File: src/rtl/mux_bus_seq.sv
module mux_bus_seq (
  input  logic        clk,
  input  logic        rst_n,
  input  logic        req,
  input  logic        req_read,
  input  logic        req_io,
  input  logic [1:0]  req_seg,
  input  logic [19:0] req_addr,
  input  logic [7:0]  req_wdata,
  output logic        req_accept,
  input  logic        int_en,
  input  logic        ready,
  input  logic        hold_req,
  output logic        hold_ack,
  output logic [7:0]  ad_out,
  input  logic [7:0]  ad_in,
  output logic        ad_oe,
  output logic [7:0]  addr_hi,
  output logic [3:0]  ast,
  output logic        rd_n,
  output logic        ale,
  output logic        ctl_oe,
  output logic [7:0]  rdata,
  output logic        rdata_valid
);
  localparam logic [2:0] S_IDLE = 3'd0, S_T1 = 3'd1, S_T2 = 3'd2, S_T3 = 3'd3,
                         S_TW = 3'd4, S_T4 = 3'd5, S_HOLD = 3'd6;

  logic [2:0]  state;
  logic [19:0] a_q;
  logic        rd_q, io_q, s5_q;
  logic [1:0]  seg_q;
  logic [7:0]  wd_q;

  wire between   = (state == S_IDLE) || (state == S_T4);
  wire data_ph   = (state == S_T2) || (state == S_T3) || (state == S_TW) || (state == S_T4);
  wire strobe_ph = (state == S_T2) || (state == S_T3) || (state == S_TW);
  wire done_wait = ((state == S_T3) || (state == S_TW)) && ready;

  assign req_accept = between && req && !hold_req;
  assign hold_ack   = (state == S_HOLD);
  assign ctl_oe     = !hold_ack;
  assign ale        = (state == S_T1);
  assign ad_oe      = ale || (data_ph && !rd_q);
  assign ad_out     = ale ? a_q[7:0] : wd_q;
  assign addr_hi    = a_q[15:8];
  assign ast        = ale ? (io_q ? 4'b0000 : a_q[19:16]) : {1'b0, s5_q, seg_q};
  assign rd_n       = !(rd_q && strobe_ph);

  always_ff @(posedge clk) begin
    if (!rst_n) begin
      state       <= S_IDLE;
      a_q         <= '0;
      rd_q        <= 1'b0;
      io_q        <= 1'b0;
      seg_q       <= 2'b00;
      wd_q        <= '0;
      s5_q        <= 1'b0;
      rdata       <= '0;
      rdata_valid <= 1'b0;
    end else begin
      s5_q        <= int_en;
      rdata_valid <= done_wait && rd_q;
      if (done_wait && rd_q) rdata <= ad_in;
      if (req_accept) begin
        a_q   <= req_addr;
        rd_q  <= req_read;
        io_q  <= req_io;
        seg_q <= req_seg;
        wd_q  <= req_wdata;
      end
      case (state)
        S_IDLE, S_T4: state <= hold_req ? S_HOLD : (req ? S_T1 : S_IDLE);
        S_T1:         state <= S_T2;
        S_T2:         state <= S_T3;
        S_T3, S_TW:   state <= ready ? S_T4 : S_TW;
        S_HOLD:       state <= hold_req ? S_HOLD : S_IDLE;
        default:      state <= S_IDLE;
      endcase
    end
  end
endmodule


File: config.mk
export PLATFORM = sky130hd
export DESIGN_NAME = mux_bus_seq
export DESIGN_NICKNAME = d
export VERILOG_FILES = /design/src/rtl/mux_bus_seq.sv
export SDC_FILE = /design/constraint.sdc
export NUM_CORES = 1
export LEC_CHECK = 0
export BUFFER_PORTS_ARGS = -buffer_cell sky130_fd_sc_hd__buf_2
export CAP_MARGIN = 40
export CORE_ASPECT_RATIO = 2
export CORE_MARGIN = 2
export CORE_UTILIZATION = 45
export CTS_CLUSTER_SIZE = 14
export DETAILED_ROUTE_END_ITERATION = 10
export PLACE_DENSITY = 0.72
export SLEW_MARGIN = 20
export SYNTH_ARGS = -nofsm -noshare
export SYNTH_HDL_FRONTEND = slang
export SYNTH_SLANG_ARGS = --single-unit
File: constraint.sdc
create_clock -name clk -period 4.5 [get_ports clk]
set_input_delay 0.9 -clock clk [delete_from_list [all_inputs] [get_ports clk]]
set_output_delay 0.9 -clock clk [all_outputs]
set_load 0.03 [all_outputs]
; ---- Word level (Yosys, flattened, before mapping)
; Cells that the tools add are included.
; Widths: inputs -> output; s select.
[totals]
n_memories = 0
mem_bits_ro = 0
latch_bits = 0
ramBits = 0
out_inout_bits = 35
ff_bits = 45
[op_classes]
n_addsub = 0
div_mod_pow = 0
mul = 0
bitwise = 0
n_eq_ne = 6
order_cmp = 0
muxes = 8
reduce_logical = 19
shifts = 0
[ops]
columns = cell, count
row1 = $pmux 3 s5, 1
row2 = $eq 3x3->1 const B, 3
row3 = $mux 4, 2
row4 = $mux 8, 1
row5 = $eq 3x2->1 const B, 2
row6 = $logic_and 1x1->1, 6
row7 = $logic_or 1x1->1, 6
row8 = $mux 3, 2
row9 = $logic_not 1->1, 4
row10 = $reduce_or 2->1, 2
row11 = $eq 3x1->1 const B, 1
row12 = $logic_not 3->1, 1
row13 = $mux 1, 2

; ---- Depth between registers and ports, before layout
; Gate-level depths: netlist of run 1.
[depth]
word_depth = 6
depth_mapped = 6

; ---- Worst setup path after synthesis of run 1
; Ideal clock, no wire load.
[synth_timing]
path_type = input to output
start = input hold_req
end = output req_accept
stages = 3
path_buffers = 1
required_time_ps = 3600
path_slack_ps = 1595
arrival_ps = 2005
path_cell_list = or3b_2 -> clkbuf_1 -> nor2_1
[synth_via]
elab_chain_len = 2
[synth_lines]
columns = element, line_no
row1 = from (decl), 13  ; input logic hold_req,
row2 = $logic_not 1->1, 40  ; assign req_accept = between && req && !hold_req;
row3 = $logic_and 1x1->1, 40
row4 = to (decl), 10  ; output logic req_accept,
; No other way between the ends.

; ---- Worst setup path in the final report of run 1
[layout_timing]
start = register state[0]
end = output ast[2]
[layout_via]
elab_chain_len = 2
[layout_lines]
columns = element, line_no
row1 = from (decl), 29  ; logic [2:0] state;
row2 = from (signal assigned), 73  ; S_IDLE, S_T4: state <= hold_req ? S_HOLD : (req ? S_T1 : S_IDLE);
row3 = from (signal assigned), 76  ; S_T3, S_TW: state <= ready ? S_T4 : S_TW;
row4 = from (signal assigned), 77  ; S_HOLD: state <= hold_req ? S_HOLD : S_IDLE;
row5 = $eq 3x1->1, 43  ; assign ale = (state == S_T1);
row6 = $mux 4, 47  ; assign ast = ale ? (io_q ? 4'b0000 : a_q[19:16]) : {1'b0, s5_q, seg_q};
row7 = to (decl), 19  ; output logic [3:0] ast,
; No other way between the ends.

==> results.toml, run 1 <==
[global_routing]
overflow = 0
grt_pass1_vias = 1819
antenna_found_initial = 0
grt_usage_pct = 20.0
grt_pass1_wl_um = 7980
grt_max_degree = 36

[min_path]
hold_path_end = "rdata[2]"
hold_start = "rdata[2]"
min_path_cells = 2
hold_class = "register to register"

[yosys]
synth_xor_xnor_area_share_pct = 1.28
synth-compound-area-share_pct = 19.5
synth_top_area_cell = "dfxtp_1"
postSynthCellCount = 264
synth_mux_area_share_pct = 3.90
synth_seq_cells = 45
synthTopCellsByArea = "dfxtp_1 44%, o21ai_0 9.0%, nand2_1 8.8%"
synth.most_common_cell = "nand2_1"
synth_top_family_by_area = "simple AND/OR/NAND/NOR gates"
synth_fa_ha_area_share_pct = 0
ys_seq_area_share_pct = 43.8
yosys.area_share.simple_pct = 22.5
synth.cells.most_frequent = "48 x nand2_1, 45 x dfxtp_1, 37 x o21ai_0, 34 x a21oi_1, 32 x nand3_1"
synth_warnings = 0
synthDominantCellAreaShare_pct = 43.8
async_flop_share_pct = 0
syn-num-nets = 310
synth_edf_count = 0
synthFlopType = "dfxtp_1"
synth_area_um2 = 2050
ys_types = 29
avgSynthCellArea_um2 = 7.78

[sta]
maxSlewViolCount = 0
skew_ns = 0.00548
setup_violations = 0
max_freq_ghz = 0.317
worstMarginPinSlew_ns = 0.599
post-route-min-period_ns = 3.15
hold_viol_final = 0
tns_ns = 0
fin_crit_sh_pct = 70.1
slew_headroom_pct = 59.8
rsz0062_at_grt = "false"

[setup_path]
r2r-end = "a_q[12]"
rrSetupSlack_ns = 2.78
cp_data_required_time_ns = 3.60
slowest_delay_ns = 0.64
timing.rr.start = "state[2]"
cp_slowest_cell = "or3b_2"
path_buf_inv = 2
worst_setup_path_end_kind = "primary output"
crit_chain = "or3b_2 > inv_1 > nand3b_1 > nand2_1 > buf_2"
critical-path-top-delay-family = "simple AND/OR/NAND/NOR gates"
crit_fanout = 14
cp_data_arrival_time_ns = 2.25
start_kind = "register"
startpoint = "state[0]"
critPathKind = "register to primary output"
reg2reg_depth = 4

[drt]
vias = 1978
routedWlPerCell_um = 12.9
first_pass_iters = 5
ant_nets = 0
routed_wl_um = 4900
drt_iter0_markers = 37
drcViolationCount = 0
viasPerCell = 5.22

[clock_tree]
numCtsBuffers = 5
clk_pin_slew_worst_paths_ns = 0.08
clk_latency_ns = 0.29
cts_setup_buffers = 0
cts.sinks = 45
cts-root-buf = "clkbuf_8"
cts_buffer_depth = 2
post_cts_resized = 0
cts_tree = "done"
cts-hold-fix-buffers = 0
htree_levels = 2

[floorplan]
design.core.area_um2 = 4380
dieHeight_um = 99.6
die_w_um = 51.8
dieArea_um2 = 5150
io_pins = 81
start_util_pct = 46.9
row_count = 34

[power_and_ir_drop]
vdd_drop_max_uv = 257
power_density_nw_per_um2 = 369
p_leak_nw = 1.09

[layout]
fin_nets = 371
num_antenna_cells = 0
area_delta_synth_final_pct = 21.6
utilization_pct = 57.0
drive_gt1_share_pct = 29.8

[run_status]
status = "finished clean"

[run]
maxCapViolations = 0

[placed_design]
dp_hpwl_um = 3510
io_buffers = 80
place_congestion = 0.784
layout by cell type (no fill, tap or decap), drive strengths merged:
cell and n:
buf 85, nand2 48, dfxtp 45, o21ai 37, a21oi 35, nand3 32, mux2i 8, clkbuf 7
nand3b 4, inv 3, or3b 3, nor3b 3, nor2 2, and2 2, xnor2 2, xor2 1
and3 1, nor2b 1, clkinv 1, nor3 1, a211o 1, a22oi 1, a21boi 1, a31oi 1
stage by stage:
step | instance area, um^2 | std cells | power, mW | hold slack, ns | worst slack [ns]
2_1_floorplan | 2050 | 264 | 0.621 | 0.449 | 1.60
3_3_place_gp | 2410 | 372 | 0.685 | 0.441 | 1.55
3_5_place_dp | 2410 | 372 | 0.687 | 0.445 | 1.55
4_1_cts | 2500 | 379 | 0.932 | 0.458 | 1.35
5_1_grt | 2500 | 379 | 0.974 | 0.476 | 1.18
6_report | 2500 | 379 | 0.923 | 0.458 | 1.35
how the worst max path moves through the flow:
stage,to,cells past startpoint
floorplan,req_accept,3
global placement,req_accept,5
detailed placement,req_accept,5
CTS,ast[2],5
global route,ast[1],5
finish,ast[2],5
state kept, by name (all words and copies together), names as in the netlist:
register / count
io_q: 1
rdata: 8
rdata_valid: 1
s5_q: 1
wd_q: 8
state: 3
a_q: 20
rd_q: 1
seg_q: 2
worst register-to-register path, stage by stage (launching register included):
cell	delay, ns
dfxtp_1	0.45
xnor2_2	0.57
buf_4	0.36
nand3_1	0.12
a21oi_1	0.15
logic make-up (layout without fill, tap and decap cells):
family | Yosys count | after routing
muxes | 8 | 8
buffers and inverters | 35 | 96
xor gates and xnor gates | 3 | 3
DFF | 45 | 45
and+or+nand+nor | 97 | 97
AOI/OAI and AO/OA | 76 | 76
area by class of cell:
type                            instances  area [um^2]
Fill cell                             426         1880
Multi-Input combinational cell        184          991
Sequential cell                        45          901
Timing Repair Buffer                   85          438
Clock buffer                            7         86.3
Tap cell                               54         67.6
Inverter                                4         15.0
where the power goes:
part	total (mW)	internal, mW	switching, mW
clock	0.246	0.122	0.124
combinational	0.231	0.0745	0.156
sequential	0.446	0.421	0.0246
total	0.923	0.618	0.305
metal layers:
metal | vias to the layer above | share of wire [%] | track usage, %
met5 | - | 0 | 0
met4 | 0 | 2.3 | 8.91
met3 | 8 | 4.8 | 3.60
met2 | 57 | 53 | 35.0
met1 | 904 | 40 | 22.8
li1 | 1009 | - | -
No activity file was read; power rests on OpenSTA's default activity.
==> run 2: changes to the inputs <==
--- a/config.mk
+++ b/config.mk
@@ -9,7 +9,7 @@
 export CAP_MARGIN = 40
 export CORE_ASPECT_RATIO = 2
 export CORE_MARGIN = 2
-export CORE_UTILIZATION = 45
+export CORE_UTILIZATION = 43
 export CTS_CLUSTER_SIZE = 14
 export DETAILED_ROUTE_END_ITERATION = 10
 export PLACE_DENSITY = 0.72
==> constraint.sdc (replaced) <==
create_clock -name clk -period 2.8 [get_ports clk]
set_input_delay 0.56 -clock clk [delete_from_list [all_inputs] [get_ports clk]]
set_output_delay 0.56 -clock clk [all_outputs]
set_load 0.03 [all_outputs]
==> results.toml, run 2 (synthesis gave the netlist of run 1 again) <==
[run_status]
status = "finished clean"

[sta]
max_freq_ghz = 0.377
hold_slack_ns = 0.457
skew_ns = 0.00896
worstMarginPinSlew_ns = 0.619
slew_headroom_pct = 58.6
maxSlewViolCount = 0
setup_violations = 0
fin_crit_sh_pct = 94.8
worst_slack_ns = 0.146
post-route-min-period_ns = 2.65
hold_viol_final = 0
rsz0062_at_grt = "false"
tns_ns = 0

[layout]
largest_reg_flops = 20
final_cells = 382
area_delta_synth_final_pct = 24.3
final_cell_mix = "80 x buf_2, 48 x nand2_1, 45 x dfxtp_1"
num_antenna_cells = 0
drive_gt1_share_pct = 30.6
regMostFlops = "a_q"
fin_nets = 372
final_common_cell = "buf_2"
top_regs = "a_q x20, rdata x8, wd_q x8"

[placed_design]
post-place-ws_ns = 0.488
io_buffers = 80
dp_hpwl_um = 3730
dp.cells = 374
place_congestion = 0.800

[setup_path]
crit_fanout = 12
start_kind = "register"
startpoint = "state[0]"
reg2reg_depth = 4
critPathKind = "register to primary output"
cp_data_arrival_time_ns = 2.09
timing.rr.start = "state[2]"
cp_data_required_time_ns = 2.24
worst_setup_path_end_kind = "primary output"

[power_and_ir_drop]
power_frac_clock_pct = 31.8
p_int_mw = 1.09
combPwrFrac_pct = 23.7
pwr-share-seq_pct = 44.5
p_leak_nw = 1.11
switchingPower_mw = 0.521
power_density_nw_per_um2 = 632
vdd_drop_max_uv = 445
switching_share_pct = 32.3

[global_routing]
antenna_found_initial = 0
grt_pass1_wl_um = 8100
grt_usage_pct = 20.1
grt_max_degree = 33
overflow = 0
grt_pass1_vias = 1776

[drt]
viasPerCell = 5.25
routedWlPerCell_um = 13.7
routed_wl_um = 5220
first_pass_iters = 4
vias = 2004
drcViolationCount = 0
drt_iter0_markers = 30
ant_nets = 0

[run]
maxCapViolations = 0

[clock_tree]
post_cts_resized = 0
htree_levels = 2
numCtsBuffers = 5
cts_setup_buffers = 0
cts.sinks = 45
cts-hold-fix-buffers = 0
clk_latency_ns = 0.30
cts_buffer_depth = 2
cts-root-buf = "clkbuf_8"
cts_tree = "done"
clk_pin_slew_worst_paths_ns = 0.08

[floorplan]
design.core.area_um2 = 4600
io_pins = 81
dieArea_um2 = 5380
start_util_pct = 44.7
dieHeight_um = 102
die_w_um = 52.9
row_count = 35

[min_path]
min_path_cells = 2
hold_start = "rdata[3]"
hold_class = "register to register"
run 2: cell types whose count changed in the layout (fill, tap and decap cells not counted):
cell        delta
buf_12         +1
bufinv_16      +1
clkbuf_1       -1
clkinvlp_4     +1
run 2: layout make-up:
type,instances,area [um^2]
tap,55,68.8
sequential,45,901
clock inverter,2,37.5
timing repair buffer,86,458
fill,503,2040
multi-input combinational,184,991
inverter,4,15.0
clock buffer,6,82.6
run 2: through the flow:
step / util, % / cell area [um^2] / power [mW]
2_1_floorplan: - / 2050 / 0.999
3_3_place_gp: 52.9 / 2430 / 1.11
3_5_place_dp: 52.9 / 2430 / 1.11
4_1_cts: 55.5 / 2550 / 1.62
5_1_grt: 55.5 / 2550 / 1.69
6_report: 55.5 / 2550 / 1.61
run 2: routing by layer:
metal | share of wire, % | vias to the layer above | wire, um | global-route usage [%]
met4 | 1.4 | 0 | 75 | 7.50
met2 | 54 | 61 | 2820 | 35.5
li1 | - | 1014 | - | -
met5 | 0 | - | 0 | 0
met1 | 39 | 924 | 2060 | 23.3
met3 | 4.9 | 5 | 258 | 3.83
run 2: critical path, stage by stage (launching register included):
cell	delay, ns
dfxtp_1	0.60
or3b_2	0.50
inv_1	0.30
nand3b_1	0.13
nand2_1	0.08
buf_2	0.19
run 2: power by group through the flow:
stage	clock network (mW)	logic (mW)	registers, mW
6_report	0.514	0.382	0.717
2_1_floorplan	0	0.291	0.708
5_1_grt	0.547	0.421	0.724
3_3_place_gp	0	0.376	0.730
3_5_place_dp	0	0.382	0.732
4_1_cts	0.523	0.383	0.717
run 2: path summary, 6_finish.rpt:
kind	end	slack [ns]
max	ast[0]	0.15
min	rdata[3]	0.46
max reg2reg	wd_q[0]	1.01
min reg2reg	rdata[3]	0.46
